`src/rtl/ptp_ts_pkg.sv`:
```
package ptp_ts_pkg;
  localparam logic [3:0] MSG_SYNC       = 4'd0;
  localparam logic [3:0] MSG_DELAY_REQ  = 4'd1;
  localparam logic [3:0] MSG_FOLLOW_UP  = 4'd2;
  localparam logic [3:0] MSG_DELAY_RESP = 4'd3;
  localparam logic [3:0] MSG_MGMT       = 4'd4;

  // tx_role = 1 means the stream is treated as the transmit direction
  function automatic logic [3:0] wanted_type(input logic master, input logic tx_role);
    return (master ^ tx_role) ? MSG_DELAY_REQ : MSG_SYNC;
  endfunction
endpackage

```
`src/rtl/ptp_frame_parser.sv`:
```
module ptp_frame_parser #(
  parameter int TIME_W   = 64,
  parameter int MT_OFS   = 0,
  parameter int UUID_OFS = 22,
  parameter int SEQ_OFS  = 30
) (
  input  logic              clk,
  input  logic              rst_n,
  input  logic [TIME_W-1:0] time_now,
  input  logic              sfd,
  input  logic              valid,
  input  logic [7:0]        data,
  input  logic              eof,
  output logic              active,
  output logic              complete,
  output logic [3:0]        msg_type,
  output logic [47:0]       uuid,
  output logic [15:0]       seq,
  output logic [TIME_W-1:0] hold
);
  localparam int UUID_END = UUID_OFS + 5;
  localparam int SEQ_END  = SEQ_OFS + 1;
  localparam int LAST_A   = (UUID_END > SEQ_END) ? UUID_END : SEQ_END;
  localparam int LAST     = (LAST_A > MT_OFS) ? LAST_A : MT_OFS;
  localparam int NEED     = LAST + 1;
  localparam int CW       = $clog2(NEED + 1);
  localparam logic [CW-1:0] NEED_C = CW'(NEED);
  localparam logic [CW-1:0] MT_C   = CW'(MT_OFS);
  localparam logic [CW-1:0] UU_LO  = CW'(UUID_OFS);
  localparam logic [CW-1:0] UU_HI  = CW'(UUID_END);
  localparam logic [CW-1:0] SQ_LO  = CW'(SEQ_OFS);
  localparam logic [CW-1:0] SQ_HI  = CW'(SEQ_END);

  logic [CW-1:0] cnt;

  assign complete = (cnt == NEED_C);

  always_ff @(posedge clk or negedge rst_n) begin
    if (!rst_n) begin
      active   <= 1'b0;
      cnt      <= '0;
      msg_type <= '0;
      uuid     <= '0;
      seq      <= '0;
      hold     <= '0;
    end else if (sfd) begin
      active <= 1'b1;
      cnt    <= '0;
      hold   <= time_now;
    end else if (eof) begin
      active <= 1'b0;
    end else if (valid && active) begin
      if (cnt != NEED_C) cnt <= cnt + 1'b1;
      if (cnt == MT_C) msg_type <= data[3:0];
      if (cnt >= UU_LO && cnt <= UU_HI) uuid <= {uuid[39:0], data};
      if (cnt >= SQ_LO && cnt <= SQ_HI) seq <= {seq[7:0], data};
    end
  end
endmodule

```
`src/rtl/ptp_capture_bank.sv`:
```
module ptp_capture_bank #(
  parameter int TIME_W = 64
) (
  input  logic              clk,
  input  logic              rst_n,
  input  logic              commit,
  input  logic [1:0]        clr,
  input  logic [TIME_W-1:0] in_time,
  input  logic [47:0]       in_uuid,
  input  logic [15:0]       in_seq,
  output logic              cap_valid,
  output logic              cap_ovr,
  output logic [TIME_W-1:0] cap_time,
  output logic [47:0]       cap_uuid,
  output logic [15:0]       cap_seq
);
  logic still_set;
  assign still_set = cap_valid & ~clr[0];

  always_ff @(posedge clk or negedge rst_n) begin
    if (!rst_n) begin
      cap_valid <= 1'b0;
      cap_ovr   <= 1'b0;
      cap_time  <= '0;
      cap_uuid  <= '0;
      cap_seq   <= '0;
    end else begin
      cap_valid <= commit | still_set;
      cap_ovr   <= (cap_ovr & ~clr[1]) | (commit & still_set);
      if (commit) begin
        cap_time <= in_time;
        cap_uuid <= in_uuid;
        cap_seq  <= in_seq;
      end
    end
  end
endmodule

```
`src/rtl/ptp_ts_capture.sv`:
```
module ptp_ts_capture #(
  parameter int TIME_W    = 64,
  parameter int MT_OFS    = 0,
  parameter int UUID_OFS  = 22,
  parameter int SEQ_OFS   = 30,
  parameter bit HOST_SIDE = 1'b0
) (
  input  logic              clk,
  input  logic              rst_n,
  input  logic              mode_master,
  input  logic [TIME_W-1:0] time_now,
  input  logic              rx_sfd,
  input  logic              rx_valid,
  output logic              rx_ready,
  input  logic [7:0]        rx_data,
  input  logic              rx_eof,
  input  logic              rx_err,
  input  logic [1:0]        rx_clr,
  output logic              rx_cap_valid,
  output logic              rx_cap_ovr,
  output logic [TIME_W-1:0] rx_cap_time,
  output logic [47:0]       rx_cap_uuid,
  output logic [15:0]       rx_cap_seq,
  input  logic              tx_sfd,
  input  logic              tx_valid,
  output logic              tx_ready,
  input  logic [7:0]        tx_data,
  input  logic              tx_eof,
  input  logic              tx_err,
  input  logic [1:0]        tx_clr,
  output logic              tx_cap_valid,
  output logic              tx_cap_ovr,
  output logic [TIME_W-1:0] tx_cap_time,
  output logic [47:0]       tx_cap_uuid,
  output logic [15:0]       tx_cap_seq
);
  import ptp_ts_pkg::*;

  localparam int NDIR = 2;

  logic [NDIR-1:0]   sfd_a, valid_a, eof_a, err_a, cv_a, co_a;
  logic [7:0]        data_a [NDIR];
  logic [1:0]        clr_a  [NDIR];
  logic [TIME_W-1:0] ct_a   [NDIR];
  logic [47:0]       cu_a   [NDIR];
  logic [15:0]       cs_a   [NDIR];

  assign sfd_a   = {tx_sfd, rx_sfd};
  assign valid_a = {tx_valid, rx_valid};
  assign eof_a   = {tx_eof, rx_eof};
  assign err_a   = {tx_err, rx_err};
  assign data_a[0] = rx_data;
  assign data_a[1] = tx_data;
  assign clr_a[0]  = rx_clr;
  assign clr_a[1]  = tx_clr;

  assign rx_ready = 1'b1;
  assign tx_ready = 1'b1;

  for (genvar d = 0; d < NDIR; d++) begin : g_dir
    localparam bit TX_ROLE = (d == 1) ^ HOST_SIDE;

    logic              active, complete, commit;
    logic [3:0]        msg_type;
    logic [47:0]       uuid;
    logic [15:0]       seq;
    logic [TIME_W-1:0] hold;

    ptp_frame_parser #(
      .TIME_W(TIME_W), .MT_OFS(MT_OFS), .UUID_OFS(UUID_OFS), .SEQ_OFS(SEQ_OFS)
    ) u_parse (
      .clk(clk), .rst_n(rst_n), .time_now(time_now),
      .sfd(sfd_a[d]), .valid(valid_a[d]), .data(data_a[d]), .eof(eof_a[d]),
      .active(active), .complete(complete), .msg_type(msg_type),
      .uuid(uuid), .seq(seq), .hold(hold)
    );

    assign commit = eof_a[d] & ~sfd_a[d] & active & complete & ~err_a[d] &
                    (msg_type == wanted_type(mode_master, TX_ROLE));

    ptp_capture_bank #(.TIME_W(TIME_W)) u_bank (
      .clk(clk), .rst_n(rst_n), .commit(commit), .clr(clr_a[d]),
      .in_time(hold), .in_uuid(uuid), .in_seq(seq),
      .cap_valid(cv_a[d]), .cap_ovr(co_a[d]),
      .cap_time(ct_a[d]), .cap_uuid(cu_a[d]), .cap_seq(cs_a[d])
    );
  end

  assign rx_cap_valid = cv_a[0];
  assign rx_cap_ovr   = co_a[0];
  assign rx_cap_time  = ct_a[0];
  assign rx_cap_uuid  = cu_a[0];
  assign rx_cap_seq   = cs_a[0];
  assign tx_cap_valid = cv_a[1];
  assign tx_cap_ovr   = co_a[1];
  assign tx_cap_time  = ct_a[1];
  assign tx_cap_uuid  = cu_a[1];
  assign tx_cap_seq   = cs_a[1];
endmodule

```
`config.mk`:
```
export PLATFORM = sky130hd
export DESIGN_NAME = ptp_ts_capture
export DESIGN_NICKNAME = d
export VERILOG_FILES = /design/src/rtl/ptp_ts_pkg.sv /design/src/rtl/ptp_frame_parser.sv /design/src/rtl/ptp_capture_bank.sv /design/src/rtl/ptp_ts_capture.sv
export SDC_FILE = /design/constraint.sdc
export NUM_CORES = 1
export LEC_CHECK = 0
export CAP_MARGIN = 20
export CORE_MARGIN = 8
export CORE_UTILIZATION = 45
export DETAILED_ROUTE_END_ITERATION = 12
export HOLD_SLACK_MARGIN = 0.08
export PLACE_DENSITY = 0.74
export SYNTH_ARGS = -nofsm -noshare
export SYNTH_HDL_FRONTEND = slang
export SYNTH_HIERARCHICAL = 1
export SYNTH_SLANG_ARGS = --single-unit
export TNS_END_PERCENT = 10
```
`constraint.sdc`:
```
create_clock -name clk -period 2.9 [get_ports clk]
set_input_delay 0.435 -clock clk [delete_from_list [all_inputs] [get_ports clk]]
set_output_delay 0.435 -clock clk [all_outputs]
set_load 0.01 [all_outputs]
```
[After elaboration in Yosys (flattened, before gate mapping)]
Cells that the tools add are included.
Word-level totals
  flip-flop bits (word level): 538
  latch bits: 0
  bits in writable memories: 0
  memory bits (read-only): 0
  input bits: 95
  memories kept: 0
Cells by class
  add/subtract/negate cells: 2
  $mul: 0
  div/mod/pow operators: 0
  $lt $le $gt $ge: 8
  equality and inequality tests: 8
  shift operators: 0
  multiplexer cells: 14
  bitwise logic cells: 30
  reduce and logical (&&, ||, !) cells: 22
Operators by type and width (count)
  6-bit 2-to-1 mux: 8
  6-bit by 5-bit greater-or-equal comparator with 1-bit output, second input constant: 4
  6-bit by 5-bit less-or-equal comparator with 1-bit output, second input constant: 4
  4-bit AND reduction: 6
  1-bit AND: 16
  6-bit by 1-bit adder with 6-bit output, second input constant: 2
  6-bit == test, second input constant: 2
  6-bit logical NOT: 2
  6-bit inequality test, second input constant: 2
  2-bit nonzero test: 6
  1-bit inverter: 10
  4-bit by 1-bit == test with 1-bit output: 2
  1-bit logical AND: 6
  1-bit 2-to-1 mux: 6
  3-bit AND reduction: 2
  2-bit inequality test, second input constant: 2
  1-bit bitwise OR: 4

[Depth between registers and ports, before layout]
  word-level depth: 8
  depth in mapped cells: 9
  depth with buffers taken out: 7

[Cells and area by module]
Netlist, hierarchy kept.
Modules (own cells, without submodules)
  ptp_frame_parser: instances 2, cells an instance 327, area each 5462.7 um^2, seq. area each 3478.3 um^2
  ptp_capture_bank: instances 2, cells an instance 276, area each 4854.7 um^2, seq. area each 3253.1 um^2
  ptp_ts_capture: instances 1, cells an instance 11, area each 98.8 um^2, seq. area each 0.0 um^2

[Least setup slack after synthesis]
Ideal clock, no wire load.
  kind: register to register
  from: register g_dir[1].u_parse.cnt[0]
  to: register g_dir[1].u_bank.cap_time[0]
  setup time: 0.125 ns
  data arrival time: 2.236 ns
  data required time: 2.775 ns
  path slack: 0.539 ns
  stages on the path, launching flop included: 10
  path buffers: 2
  path through: dfrtp_1 inv_1 ha_1 nor4b_1 and2_1 nor4bb_1 and3_1 buf_4 buf_6 mux2_2
On the way
  cells in the longest elaborated chain, start to end: 4
Ends and longest elaborated chain
  start: declaration: line ptp_frame_parser.sv:34  | logic [CW-1:0] cnt;
  start signal: assignment: line ptp_frame_parser.sv:53  | if (cnt != NEED_C) cnt <= cnt + 1'b1;
  6-bit == test: line ptp_frame_parser.sv:36  | assign complete = (cnt == NEED_C);
  named net g_dir[1].complete: line ptp_ts_capture.sv:63  | logic active, complete, commit;
  1-bit AND (3 in a row): line ptp_ts_capture.sv:78  | assign commit = eof_a[d] & ~sfd_a[d] & active & complete & ~err_a[d] &
  named net g_dir[1].commit: line ptp_ts_capture.sv:63
  end signal: assignment: line ptp_capture_bank.sv:31  | cap_time <= in_time;
  end: declaration: line ptp_capture_bank.sv:13  | output logic [TIME_W-1:0] cap_time,
The timed path passes the listed nets, and every way through them passes these cells.
A chain may end at the register's enable or synchronous reset.

[Final worst setup path]
  from: register g_dir[0].u_parse.cnt[1]
  to: register g_dir[0].u_bank.cap_time[6]
On the way
  cells in the longest elaborated chain, start to end: 4
Ends and longest elaborated chain (line)
  start: declaration: ptp_frame_parser.sv:34
  start signal: assignment: ptp_frame_parser.sv:53
  6-bit == test: ptp_frame_parser.sv:36
  named net g_dir[0].complete: ptp_ts_capture.sv:63
  1-bit AND (3 in a row): ptp_ts_capture.sv:78
  named net g_dir[0].commit: ptp_ts_capture.sv:63
  end signal: assignment: ptp_capture_bank.sv:31
  end: declaration: ptp_capture_bank.sv:13
The timed path passes the listed nets, and every way through them passes these cells.

==> results.py <==
metrics = {
    "outcome": {
        "outcome": "finished, final reports clean",
    },
    "global_route": {
        "antenna_found_initial": 3,
        "track_usage": 0.176,
        "grt_pass1_vias": 12699,
        "grt_overflow": 0,
        "grt_pass1_wl_um": 75400,
        "grt_max_degree": 82,
    },
    "sta": {
        "final-hold-violation-count": 0,
        "relSlewSlack": 0.515,
        "fin_tns_setup_ps": 0,
        "rsz0062_at_grt": "false",
        "min_period_ps": 2630,
        "final-setup-viol-count": 0,
        "clock.fmax_mhz": 381,
        "layout_setup_ws_ps": 272,
        "tightest_slew_ps": 728,
        "period_share": 0.906,
        "fin_skew_ps": 15.6,
        "drv_slew": 0,
    },
    "floorplan": {
        "rows": 78,
        "fp.dieArea_um2": 53200,
        "die_w_um": 231,
        "design.core.area_um2": 45500,
        "fp.dieH_um": 231,
        "initial_core_util": 0.456,
        "io_pins": 357,
    },
    "finish": {
        "fin_area_um2": 26900,
        "syn2layout_area_growth_pct": 29.6,
        "drive_gt1_frac": 0.398,
        "nNetsFinal": 1708,
        "fin_util": 0.591,
    },
    "power": {
        "power_density_nw_per_um2": 581,
        "power.leakage_nw": 12.7,
        "power_mw": 15.6,
        "ir_worst_vdd_mv": 0.442,
    },
    "critical_path": {
        "cp-end-kind": "flip-flop",
        "r2r-end": "g_dir[0].u_bank/cap_time[6]$_DFFE_PN0P_",
        "worst_r2r_path_depth": 8,
        "crit_fanout": 81,
        "cp-start-kind": "flip-flop",
        "crit_start": "g_dir[0].u_parse/cnt[1]$_DFFE_PN0P_",
        "r2r_setup_slack_ps": 270,
        "reg2reg_from": "g_dir[0].u_parse/cnt[1]$_DFFE_PN0P_",
        "cp_data_arrival_time_ps": 3080,
        "worstPathRequired_ps": 3350,
        "crit_path_end": "g_dir[0].u_bank/cap_time[6]$_DFFE_PN0P_",
        "path_class": "flip-flop to flip-flop",
    },
    "cts": {
        "cts_tree": "done",
        "cts_max_level": 2,
        "ctsResizeCount": 0,
        "cts.clk_slew.worst_paths_ps": 60,
        "cts_buffer_depth": 3,
        "clk_latency_ps": 580,
        "clockRootBuffer": "clkbuf_16",
        "cts_sinks": 538,
        "cts_made_buffers": 53,
    },
    "drt": {
        "vias": 11434,
        "first_pass_iters": 4,
        "drt_iter0_drc": 533,
        "vias_per_cell": 5.08,
        "finalWirelength_um": 46900,
        "drc_errors": 0,
        "ant_nets": 0,
        "wl_per_cell_um": 20.8,
    },
    "hold_path": {
        "min_path_type": "input port to flip-flop",
    },
    "synthesis": {
        "yosysTopAreaCell": "dfrtp_1",
        "yosys-top-cells-area": "dfrtp_1, mux2_2, mux2_4",
        "synth.most_common_cell": "dfrtp_1",
        "syn-instance-count": 1217,
        "synth_seq_cells": 538,
        "synthArstFlopShare": 1.00,
        "yosysTopAreaCellShare": 0.649,
        "synth_ff_type": "dfrtp_1",
        "synth_cell_types": 36,
        "synth_enable_flop_cells": 0,
        "ys_warn_count": 6,
        "syn_avg_cell_area_um2": 17.0,
        "syn_area_um2": 20700,
        "ys_seq_area_frac": 0.649,
        "netlist_top_cells_count": "dfrtp_1, mux2_2, mux2_4, buf_6, buf_2",
    },
    "place": {
        "placed_area_um2": 25000,
        "gp_congestion": 0.790,
        "pre_cts_ws_ps": 309,
        "hpwlAfterDp_um": 32900,
        "io_buffer_count": 354,
    },
    "run": {
        "max_cap_viol_count": 0,
    },
}
[state kept, by name, indices dropped and copies added, names as in the netlist]
signal,count
g_dir.u_bank/cap_uuid,96
g_dir.u_bank/cap_ovr,2
g_dir.u_parse/seq,32
g_dir.u_parse/hold,128
g_dir.u_parse/msg_type,8
g_dir.u_parse/cnt,12
g_dir.u_parse/uuid,96
g_dir.u_bank/cap_time,128
g_dir.u_parse/active,2
g_dir.u_bank/cap_valid,2
g_dir.u_bank/cap_seq,32
[layout by cell type (no fill, tap or decap), types with 5 or more instances in the layout]
cell type / instances
a21oi_1: 8
buf_12: 13
buf_4: 25
bufinv_16: 6
clkbuf_1: 13
clkbuf_16: 55
clkbuf_8: 11
clkdlybuf4s50_1: 351
clkinv_2: 10
dfrtp_1: 538
ha_1: 8
inv_1: 12
mux2_2: 460
mux2_4: 60
nand2_1: 6
nor2_1: 12
xnor2_1: 5
[logic make-up after synthesis]
kind of cell,count (synthesis),share of synthesized area
AO/OA/AOI/OAI,18,0.00628
flip-flops,538,0.649
XOR/XNOR,8,0.00338
other,1,0.000181
AND/OR/NAND/NOR,50,0.0154
buffers and inverters,72,0.0263
adder cells (fa/ha/maj),8,0.00483
multiplexers,522,0.294
[power by group]
| part | leakage [nW] | internal (mW) | switching [mW] |
|---|---|---|---|
| logic | 4.56 | 0.350 | 0.318 |
| clock network | 0.909 | 4.30 | 2.81 |
| registers | 7.20 | 7.72 | 0.107 |
[timing repair]
| action | in CTS | in global routing |
|---|---|---|
| buffers inserted | 0 | 0 |
| hold buffers | 2 | 0 |
| hold endpoints to repair | 54 | 0 |
[critical path: stages (launching register included)]
cell	delay (ps)
dfrtp_1	470
inv_1	90
ha_1	140
nor4b_1	310
and2_1	200
nor4b_2	200
and3_4	250
buf_12	360
mux2_2	390
[how the worst min path moves through the flow]
| stage | start | to | slack (ps) | depth (start not counted) |
|---|---|---|---|---|
| 4_1_cts | tx_sfd | g_dir[1].u_parse/msg_type[0]$_DFFE_PN0P_ | 360 | 4 |
| 3_3_place_gp | rst_n | g_dir[1].u_bank/cap_seq[4]$_DFFE_PN0P_ | 430 | 1 |
| 6_report | tx_sfd | g_dir[1].u_parse/msg_type[0]$_DFFE_PN0P_ | 400 | 4 |
| 2_1_floorplan | rst_n | g_dir[0].u_bank/cap_ovr$_DFF_PN0_ | 140 | 0 |
| 5_1_grt | tx_sfd | g_dir[1].u_parse/msg_type[3]$_DFFE_PN0P_ | 400 | 4 |
| 3_5_place_dp | rst_n | g_dir[1].u_bank/cap_seq[12]$_DFFE_PN0P_ | 430 | 1 |
[layout make-up]
class,count,area [um2]
clock buffers,79,1580
clock inverters,21,272
well taps,600,751
diodes,3,7.51
repair buffers,392,4000
inverters,12,45.0
fillers,3463,18600
multi-input cells,608,6760
flip-flops and latches,538,13500
[per-stage QoR]
step	instances	hold WS, ps
after global routing	2253	405
after CTS	2250	355
after global placement	2148	431
after detailed placement	2148	429
final	2253	402
after floorplan	1218	139
[per-layer routing]
layer	GRT usage	up-vias	part of all wire
met5	0	-	0
met4	0.0556	0	0.025
met3	0.0482	75	0.066
met2	0.291	282	0.49
met1	0.225	5980	0.42
li1	-	5097	-
No activity file was read; power rests on OpenSTA's default activity.
